[src/rtl/mw_eeprom_pkg.sv]
package mw_eeprom_pkg;
   typedef enum logic [2:0] {
      ST_IDLE, ST_OPC, ST_ADR, ST_DAT, ST_RD, ST_HOLD
   } mw_state_e;

   localparam logic [1:0] OP_EXT   = 2'b00;
   localparam logic [1:0] OP_WRITE = 2'b01;
   localparam logic [1:0] OP_READ  = 2'b10;
   localparam logic [1:0] OP_ERASE = 2'b11;

   localparam logic [1:0] EX_WDS  = 2'b00;
   localparam logic [1:0] EX_WRAL = 2'b01;
   localparam logic [1:0] EX_ERAL = 2'b10;
   localparam logic [1:0] EX_WEN  = 2'b11;
endpackage

[src/rtl/mw_sck_edge.sv]
module mw_sck_edge (
   input  logic clk,
   input  logic rst_n,
   input  logic sck_i,
   output logic rise_o
);
   logic sck_q;

   always_ff @(posedge clk or negedge rst_n) begin
      if (!rst_n) sck_q <= 1'b0;
      else        sck_q <= sck_i;
   end

   assign rise_o = sck_i & ~sck_q;
endmodule

[src/rtl/mw_busy_timer.sv]
module mw_busy_timer #(
   parameter int CYCLES = 200
) (
   input  logic clk,
   input  logic rst_n,
   input  logic start_i,
   output logic busy_o
);
   localparam int CW = $clog2(CYCLES + 1);
   logic [CW-1:0] cnt_q;

   always_ff @(posedge clk or negedge rst_n) begin
      if (!rst_n)            cnt_q <= '0;
      else if (start_i)      cnt_q <= CW'(CYCLES);
      else if (cnt_q != '0)  cnt_q <= cnt_q - 1'b1;
   end

   assign busy_o = (cnt_q != '0);
endmodule

[src/rtl/mw_array.sv]
module mw_array #(
   parameter int AW = 6
) (
   input  logic          clk,
   input  logic          rst_n,
   input  logic          wide_i,
   input  logic          wr_en_i,
   input  logic          wr_all_i,
   input  logic [AW:0]   wr_addr_i,
   input  logic [15:0]   wr_data_i,
   input  logic [AW:0]   rd_addr_i,
   output logic [15:0]   rd_data_o
);
   localparam int BAW = AW + 1;
   localparam int NB  = 2 ** BAW;

   logic [NB*8-1:0] flat;

   for (genvar i = 0; i < NB; i++) begin : g_cell
      localparam logic [BAW-1:0] IDX = BAW'(i);
      logic [7:0] cell_q;
      logic       hit;
      assign hit = wr_all_i |
                   (wide_i ? (wr_addr_i[AW-1:0] == IDX[BAW-1:1]) : (wr_addr_i == IDX));
      always_ff @(posedge clk or negedge rst_n) begin
         if (!rst_n)             cell_q <= 8'hFF;
         else if (wr_en_i && hit) cell_q <= (wide_i && IDX[0]) ? wr_data_i[15:8] : wr_data_i[7:0];
      end
      assign flat[i*8 +: 8] = cell_q;
   end

   logic [BAW-1:0] lo_idx, hi_idx;
   assign lo_idx = {rd_addr_i[AW-1:0], 1'b0};
   assign hi_idx = {rd_addr_i[AW-1:0], 1'b1};

   assign rd_data_o = wide_i ? {flat[int'(hi_idx)*8 +: 8], flat[int'(lo_idx)*8 +: 8]}
                             : {8'h00, flat[int'(rd_addr_i)*8 +: 8]};
endmodule

[src/rtl/mw_eeprom_slave.sv]
module mw_eeprom_slave
   import mw_eeprom_pkg::*;
#(
   parameter int AW          = 6,
   parameter int PROG_CYCLES = 200
) (
   input  logic clk,
   input  logic rst_n,
   input  logic sel_i,
   input  logic sck_i,
   input  logic sdi_i,
   input  logic wide_i,
   output logic sdo_o,
   output logic sdo_en_o
);
   localparam int BAW = AW + 1;

   if (AW < 3 || AW > 10) begin : g_bad_aw
      $error("AW out of range 3..10");
   end
   if (PROG_CYCLES < 1) begin : g_bad_prog
      $error("PROG_CYCLES must be at least 1");
   end

   mw_state_e      st_q;
   logic [4:0]     cnt_q, rd_cnt_q, adr_len, dat_len;
   logic [1:0]     opc_q, top2;
   logic [BAW-1:0] adr_q, adr_nx, msk, rd_adr_q, rd_next, wr_adr_q;
   logic [14:0]    dat_q;
   logic [15:0]    shr_q, wr_dat_q, rd_word;
   logic           q_q, wen_q, poll_q, wr_req_q, wr_all_q, busy, rise;

   mw_sck_edge u_edge (.clk(clk), .rst_n(rst_n), .sck_i(sck_i), .rise_o(rise));

   mw_busy_timer #(.CYCLES(PROG_CYCLES)) u_timer (
      .clk(clk), .rst_n(rst_n), .start_i(wr_req_q), .busy_o(busy));

   mw_array #(.AW(AW)) u_array (
      .clk(clk), .rst_n(rst_n), .wide_i(wide_i),
      .wr_en_i(wr_req_q), .wr_all_i(wr_all_q), .wr_addr_i(wr_adr_q),
      .wr_data_i(wr_dat_q), .rd_addr_i(rd_adr_q), .rd_data_o(rd_word));

   assign adr_len = wide_i ? 5'(AW) : 5'(BAW);
   assign dat_len = wide_i ? 5'd16 : 5'd8;
   assign msk     = wide_i ? {1'b0, {AW{1'b1}}} : {BAW{1'b1}};
   assign adr_nx  = {adr_q[BAW-2:0], sdi_i};
   assign top2    = wide_i ? adr_nx[AW-1 -: 2] : adr_nx[BAW-1 -: 2];
   assign rd_next = (rd_adr_q + 1'b1) & msk;

   always_ff @(posedge clk or negedge rst_n) begin
      if (!rst_n) begin
         st_q     <= ST_IDLE;
         cnt_q    <= '0;
         rd_cnt_q <= '0;
         opc_q    <= '0;
         adr_q    <= '0;
         dat_q    <= '0;
         rd_adr_q <= '0;
         shr_q    <= '0;
         q_q      <= 1'b0;
         wen_q    <= 1'b0;
         poll_q   <= 1'b0;
         wr_req_q <= 1'b0;
         wr_all_q <= 1'b0;
         wr_adr_q <= '0;
         wr_dat_q <= '0;
      end else begin
         wr_req_q <= 1'b0;
         if (!sel_i) begin
            st_q  <= ST_IDLE;
            cnt_q <= '0;
         end else if (rise) begin
            unique case (st_q)
               ST_IDLE: if (sdi_i && !busy) begin
                  st_q   <= ST_OPC;
                  cnt_q  <= '0;
                  poll_q <= 1'b0;
                  opc_q  <= '0;
                  adr_q  <= '0;
                  dat_q  <= '0;
               end
               ST_OPC: begin
                  opc_q <= {opc_q[0], sdi_i};
                  if (cnt_q == 5'd1) begin
                     st_q  <= ST_ADR;
                     cnt_q <= '0;
                  end else cnt_q <= cnt_q + 1'b1;
               end
               ST_ADR: begin
                  adr_q <= adr_nx;
                  if (cnt_q == adr_len - 1'b1) begin
                     cnt_q <= '0;
                     st_q  <= ST_HOLD;
                     unique case (opc_q)
                        OP_READ: begin
                           rd_adr_q <= adr_nx & msk;
                           rd_cnt_q <= '0;
                           q_q      <= 1'b0;
                           st_q     <= ST_RD;
                        end
                        OP_WRITE: st_q <= ST_DAT;
                        OP_ERASE: begin
                           wr_req_q <= wen_q;
                           poll_q   <= wen_q;
                           wr_all_q <= 1'b0;
                           wr_adr_q <= adr_nx & msk;
                           wr_dat_q <= 16'hFFFF;
                        end
                        default: unique case (top2)
                           EX_WEN:  wen_q <= 1'b1;
                           EX_WDS:  wen_q <= 1'b0;
                           EX_ERAL: begin
                              wr_req_q <= wen_q;
                              poll_q   <= wen_q;
                              wr_all_q <= 1'b1;
                              wr_dat_q <= 16'hFFFF;
                           end
                           default: st_q <= ST_DAT;
                        endcase
                     endcase
                  end else cnt_q <= cnt_q + 1'b1;
               end
               ST_DAT: begin
                  dat_q <= {dat_q[13:0], sdi_i};
                  if (cnt_q == dat_len - 1'b1) begin
                     wr_req_q <= wen_q;
                     poll_q   <= wen_q;
                     wr_all_q <= (opc_q == OP_EXT);
                     wr_adr_q <= adr_q & msk;
                     wr_dat_q <= {dat_q, sdi_i};
                     st_q     <= ST_HOLD;
                     cnt_q    <= '0;
                  end else cnt_q <= cnt_q + 1'b1;
               end
               ST_RD: begin
                  if (rd_cnt_q == '0) begin
                     q_q      <= wide_i ? rd_word[15] : rd_word[7];
                     shr_q    <= rd_word;
                     rd_cnt_q <= dat_len - 1'b1;
                     rd_adr_q <= rd_next;
                  end else begin
                     q_q      <= wide_i ? shr_q[14] : shr_q[6];
                     shr_q    <= shr_q << 1;
                     rd_cnt_q <= rd_cnt_q - 1'b1;
                  end
               end
               default: ;
            endcase
         end
      end
   end

   assign sdo_en_o = sel_i;
   assign sdo_o    = (st_q == ST_RD) ? q_q : (poll_q ? ~busy : 1'b1);
endmodule

[config.mk]
export PLATFORM = sky130hd
export DESIGN_NAME = mw_eeprom_slave
export DESIGN_NICKNAME = d
export VERILOG_FILES = /design/src/rtl/mw_eeprom_pkg.sv /design/src/rtl/mw_sck_edge.sv /design/src/rtl/mw_busy_timer.sv /design/src/rtl/mw_array.sv /design/src/rtl/mw_eeprom_slave.sv
export SDC_FILE = /design/constraint.sdc
export NUM_CORES = 2
export LEC_CHECK = 0
export ABC_AREA = 1
export BUFFER_PORTS_ARGS = -buffer_cell sky130_fd_sc_hd__buf_4
export CORE_MARGIN = 4
export CORE_UTILIZATION = 40
export CTS_BUF_LIST = sky130_fd_sc_hd__clkbuf_8
export CTS_CLUSTER_DIAMETER = 150
export DETAILED_ROUTE_END_ITERATION = 12
export SLEW_MARGIN = 25
export SYNTH_ARGS = -nofsm -noshare
export SYNTH_HDL_FRONTEND = slang
export SYNTH_SLANG_ARGS = --single-unit
[constraint.sdc]
create_clock -name clk -period 2.4 [get_ports clk]
set_input_delay 0.48 -clock clk [delete_from_list [all_inputs] [get_ports clk]]
set_output_delay 0.48 -clock clk [all_outputs]
set_load 0.05 [all_outputs]
After elaboration in Yosys (flattened, before gate mapping)
Index checks and enable logic that the tools add are counted.
{ "classes": {"n_addsub": 6, "n_mul": 0, "n_div": 0, "magnitude_cmp": 0, "eq_ne": 216, "shifts": 3, "n_mux": 203, "bitwise": 135, "n_reduce_logical": 160} }
{ "ops": {"columns": ["op", "n"], "rows": [
  ["indexed part select 1024 x 11 -> 8 bit", 3],
  ["equality test 7 bit, second input constant", 64],
  ["equality test 7 x 6 -> 1 bit, second input constant", 32],
  ["equality test 6 bit, second input constant", 32],
  ["two-way mux 1 bit", 148],
  ["logical AND 1 bit", 129],
  ["bitwise OR 1 bit", 128],
  ["equality test 7 x 5 -> 1 bit, second input constant", 16],
  ["equality test 6 x 5 -> 1 bit, second input constant", 16],
  ["two-way mux 16 bit", 4],
  ["case mux 16 bit (2 select lines)", 2],
  ["equality test 7 x 4 -> 1 bit, second input constant", 8],
  ["two-way mux 7 bit", 8],
  ["two-way mux 5 bit", 10],
  ["equality test 6 x 4 -> 1 bit, second input constant", 8],
  ["case mux 7 bit (2 select lines)", 3],
  ["two-way mux 15 bit", 2],
  ["case mux 15 bit (2 select lines)", 1],
  ["equality test 7 x 3 -> 1 bit, second input constant", 4],
  ["equality test 6 x 3 -> 1 bit, second input constant", 4],
  ["two-way mux 8 bit", 3],
  ["AND reduction 6 bit", 4],
  ["bitwise AND 7 bit", 3],
  ["two-way mux 3 bit", 7],
  ["47 further kinds", 84]
]} }
{ "totals": {"ff_bits": 1120, "latch_bits": 0, "mem_bits_rw": 0, "romBits": 0, "inputBits": 6, "elab_cells": 868, "n_memories": 0} }

Logic depth before layout (Yosys ltp)
{ "depth": {"depth_word": 9, "ltp_mapped": 19} }

Cells and area by module
Synthesis repeated with hierarchy kept, for this count alone.
{ "hier_totals": {"cells_unflattened": 7836, "area_unflattened_um2": 60106.4} }
{ "by_module_without_submodules": {"columns": ["module", "n_inst", "cells_each", "area_per_inst_um2", "seq_area_each_um2"], "rows": [
  ["mw_array", 1, 7202, 54946.4, 26905.8],
  ["mw_eeprom_slave", 1, 569, 4643.2, 2177.1],
  ["mw_busy_timer", 1, 62, 481.7, 200.2],
  ["mw_sck_edge", 1, 3, 35.0, 25.0]
]} }

Worst setup path before layout
No wires, ideal clock.
{ "synth_timing": {"path_kind": "input to register", "start": "in wide_i", "end": "reg wr_dat_q[10]", "t_arrival_ns": 2.376, "path_slack_ns": -0.114, "cell_stages": 12, "path_buffers": 5, "cell_sequence": "buf_6 > buf_4 > buf_2 > buf_2 > o21ai_0 > ha_1 > nor2_1 > o21ai_0 > nand2_1 > a21oi_4 > buf_2 > a31oi_1"} }
{ "synth_via": {"elab_chain_len": 5} }
{ "synth_rtl": {"columns": ["element", "line_no", "rtl"], "rows": [
  ["start: declaration", "mw_eeprom_slave.sv:12", "input logic wide_i,"],
  ["two-way mux 5 bit or two-way mux 1 bit (tied branches)", "mw_eeprom_slave.sv:44, mw_eeprom_slave.sv:43", null],
  ["subtractor 5 x 1 -> 5 bit or subtractor 3 x 1 -> 4 bit (tied branches)", "mw_eeprom_slave.sv:125, mw_eeprom_slave.sv:91", null],
  ["equality test 5 bit (on tied branches)", "mw_eeprom_slave.sv:125, mw_eeprom_slave.sv:91", null],
  ["!= test 2 bit (no line)", null, null],
  ["AND reduction 7 bit (no line) (*)", null, null],
  ["end signal: assignment", "mw_eeprom_slave.sv:130", "wr_dat_q <= {dat_q, sdi_i};"],
  ["end: declaration", "mw_eeprom_slave.sv:30", "logic [15:0] shr_q, wr_dat_q, rd_word;"]
]} }
Every way passes the cells marked *; elsewhere a longest branch is shown, timed or not.
A chain may end at the register's enable or synchronous reset.

Final worst setup path
{ "layout_timing": {"start": "reg st_q[1]", "end": "out sdo_o"} }
{ "layout_via": {"elab_chain_len": 2} }
{ "layout_rtl": {"columns": ["element", "line_no", "rtl"], "rows": [
  ["start: declaration", "mw_eeprom_slave.sv:25", "mw_state_e st_q;"],
  ["start signal: assignment", "mw_eeprom_slave.sv:52", "st_q <= ST_IDLE;"],
  ["start signal: assignment", "mw_eeprom_slave.sv:70", "st_q <= ST_IDLE;"],
  ["start signal: assignment", "mw_eeprom_slave.sv:75", "st_q <= ST_OPC;"],
  ["equality test 3 bit", "mw_eeprom_slave.sv:154", "assign sdo_o = (st_q == ST_RD) ? q_q : (poll_q ? ~busy : 1'b1);"],
  ["two-way mux 1 bit", "mw_eeprom_slave.sv:154", null],
  ["end: declaration", "mw_eeprom_slave.sv:13", "output logic sdo_o,"]
]} }
No other way between the ends.

==> results.py <==
metrics = {
    "yosys": {
        "yosys-top-cells-count": "1976 x nand2_1, 1602 x o21ai_0, 1024 x dfstp_2, 677 x nand3_1, 402 x nor2_1",
        "syn_avg_cell_area_um2": 7.738,
        "synth_area_um2": 59050,
        "synth_cell_types": 43,
        "synth.most_common_cell": "nand2_1",
        "syn-num-nets": 7651,
        "synth_area_leaders": "dfstp_2 46%, o21ai_0 14%, nand2_1 13%",
        "synth_edf_count": 0,
        "yosys_warnings": 0,
        "seq_area_frac_synth": 0.4963,
        "async_reset_ff_frac": 1.000,
        "synthFlopType": "dfstp_2",
        "ys_ff_latch": 1120,
        "synth_top_area_frac": 0.4557,
        "syn-instance-count": 7631,
        "yosysTopAreaCell": "dfstp_2",
    },
    "layout": {
        "nets": 8056,
        "drive_gt1_frac": 0.3170,
        "fin_area_um2": 76020,
        "syn_to_final_growth_pct": 28.75,
    },
    "grt": {
        "grt_max_degree": 98,
        "overflow": 0,
        "antenna_found_initial": 8,
        "grt_pass1_wl_um": 362000,
        "grt_usage": 0.3113,
        "grt_pass1_vias": 55642,
    },
    "route": {
        "drt-wirelength-per-cell_um": 24.59,
        "vias_per_cell": 5.824,
        "drc": 0,
        "postRouteAntennaNets": 0,
        "drt_first_pass_iters": 8,
        "routed_wl_um": 248900,
        "vias": 58964,
        "drtIter0Drc": 7441,
    },
    "worst_hold_path": {
        "hold_class": "primary input to flop",
        "hp-start": "sck_i",
    },
    "worst_setup_path": {
        "cp.required_ps": 1920,
        "path_cells": "nor2_4, inv_2, nor2_4, inv_4, buf_12, nor2_4, a31oi_4, buf_6",
        "cp_data_arrival_time_ps": 2300,
        "critPathCaptureType": "output pin",
        "cpMostUsedCell": "nor2_4",
        "r2r_start": "rd_adr_q[0]",
        "cp_top_family": "simple AND/OR/NAND/NOR gates",
        "cp-startpoint": "st_q[1]",
        "cpPeakStageDelay_ps": 420,
        "path_max_fanout": 3,
        "cp-start-kind": "flop",
        "slowest_stage": "dfrtp_1",
        "critPathBufInv": 4,
        "worstSetupPathType": "flop to output pin",
    },
    "power": {
        "ir_drop_uv": 525.4,
        "p_leak_nw": 28.81,
        "p_per_area_nw_per_um2": 626.5,
    },
    "sta": {
        "hold_viol_final": 0,
        "worst_slew_pin_slew_ps": 929.5,
        "fin_crit_sh": 1.160,
        "finalCriticalPeriod_ps": 2785,
        "finalClockSkew_ps": 51.04,
        "timing.hold.ws_ps": 173.0,
        "setup_ws_ps": -384.6,
        "finalSetupViolations": 15,
        "relSlewSlack": 0.3803,
        "max_freq_mhz": 359.1,
        "rsz0062_at_grt": "true",
        "finalSetupTns_ps": -2091,
        "drv_slew": 0,
    },
    "floorplan": {
        "core_um2": 146100,
        "start_util": 0.4042,
        "io_pins": 8,
        "fp-row-count": 140,
        "die-area_um2": 153800,
        "die_h_um": 392.2,
        "die_x_um": 392.2,
    },
    "clock_network": {
        "cts_tree": "done",
        "numCtsBuffers": 197,
        "cts-root-buf": "clkbuf_8",
        "cts.sinks": 1120,
        "clk_latency_ps": 970,
        "clk_pin_slew_ps": 60,
        "clock_path_buffers": 3,
        "htreeDepth": 4,
    },
    "status": {
        "failed_checks": "negative setup slack",
        "status": "finished, violations left",
    },
    "placed_design": {
        "post_dp_cell_area_um2": 66590,
        "hpwl_um": 160900,
        "numPortBuffers": 7,
        "place_congestion": 0.9882,
        "dp_slack_ps": -412.0,
    },
    "flow_run": {
        "drv_cap": 0,
    },
}
[where the power goes]
| group | leakage (nW) | total, mW | switching, mW | internal, mW |
|---|---|---|---|---|
| clock network | 2.45 | 19.5 | 8.74 | 10.7 |
| logic | 14.6 | 8.95 | 5.89 | 3.06 |
| registers | 11.8 | 19.2 | 0.0913 | 19.1 |
[flip-flops by register name, summed over array words and instances (netlist names)]
register and cells:
dat_q 15, opc_q 2, adr_q 7, wr_dat_q 16, u_timer.cnt_q 8, wen_q 1, poll_q 1, wr_adr_q 7
st_q 3, rd_adr_q 7, u_array.g_cell.cell_q 1024, rd_cnt_q 5, shr_q 15, cnt_q 5, wr_all_q 1, q_q 1
u_edge.sck_q 1, wr_req_q 1
[cells by family (layout without fill, tap and decap cells)]
group / count (synthesis) / after routing / synth area share
AOI/OAI and AO/OA: 2362 / 2362 / 0.2126
xor gates and xnor gates: 4 / 4 / 0.0005934
buffers and inverters: 1035 / 1603 / 0.07435
and+or+nand+nor: 3096 / 3098 / 0.2131
other: 0 / 7 / 0
DFF: 1120 / 1120 / 0.4963
adders and majority gates: 14 / 14 / 0.002967
[timing repair]
action                     4_1_cts  5_1_grt
hold buffers                     4        0
gates cloned                    29       34
gates resized for setup        336      405
setup endpoints to repair       17       21
pin swaps                       98      188
hold endpoints to repair        78        0
buffers inserted                60       34
[placed cells by master, fill, tap and decap left out, types with 7 or more instances in the layout]
master and n:
buf_16 36, o21ai_2 27, o21ai_1 194, inv_1 422, o21ai_0 1490, nand2_1 1921, nand3_4 45, a21oi_1 296
clkinv_2 29, inv_2 38, o221ai_1 12, nor3_1 11, a21oi_2 37, nor2_2 25, buf_6 62, dfrtp_1 91
o211ai_1 178, clkbuf_16 31, nand2_4 15, nor2_4 7, o221ai_2 7, diode_2 7, o31ai_1 17, a31oi_1 30
nand3_2 162, o22ai_2 7, buf_4 434, o22ai_1 44, nor2_1 377, nand4_1 9, clkbuf_8 264, buf_8 20
buf_12 228, dfstp_2 1024, nand3_1 470, nand2_2 42, bufinv_16 8, ha_1 14
[layout make-up]
| class | count | area [µm²] |
|---|---|---|
| Fill cell | 13783 | 70070 |
| Multi-Input combinational cell | 5478 | 27550 |
| Antenna cell | 7 | 17.52 |
| Tap cell | 1917 | 2399 |
| Inverter | 420 | 1602 |
| Timing Repair Buffer | 819 | 10760 |
| Clock buffer | 264 | 3633 |
| Sequential cell | 1120 | 29320 |
| Clock inverter | 100 | 743.2 |
[stage by stage]
| step | std cells | power (mW) | utilization |
|---|---|---|---|
| floorplan | 7631 | 22.80 | - |
| global placement | 9612 | 26.62 | 0.4558 |
| detailed placement | 9612 | 26.64 | 0.4558 |
| CTS | 10066 | 47.06 | 0.5045 |
| global route | 10121 | 49.24 | 0.5203 |
| finish | 10125 | 47.63 | 0.5204 |
[worst paths after layout]
kind	endpoint	slack (ps)	cells past startpoint
min in group asynchronous	u_array.g_cell[86].cell_q[2]	370	2
min	u_edge.sck_q	170	2
min reg2reg	u_array.g_cell[49].cell_q[1]	480	2
max in group asynchronous	u_array.g_cell[78].cell_q[2]	1350	3
max reg2reg	shr_q[4]	-220	18
max	sdo_o	-380	8
[layer usage]
metal / GRT usage / share of wire / up-vias
met1: 0.4268 / 0.41 / 28577
met2: 0.4742 / 0.44 / 3241
met5: 0 / 0.000044 / -
met3: 0.06693 / 0.10 / 648
li1: - / - / 26496
met4: 0.1379 / 0.048 / 2
(Power assumes the default switching activity.)
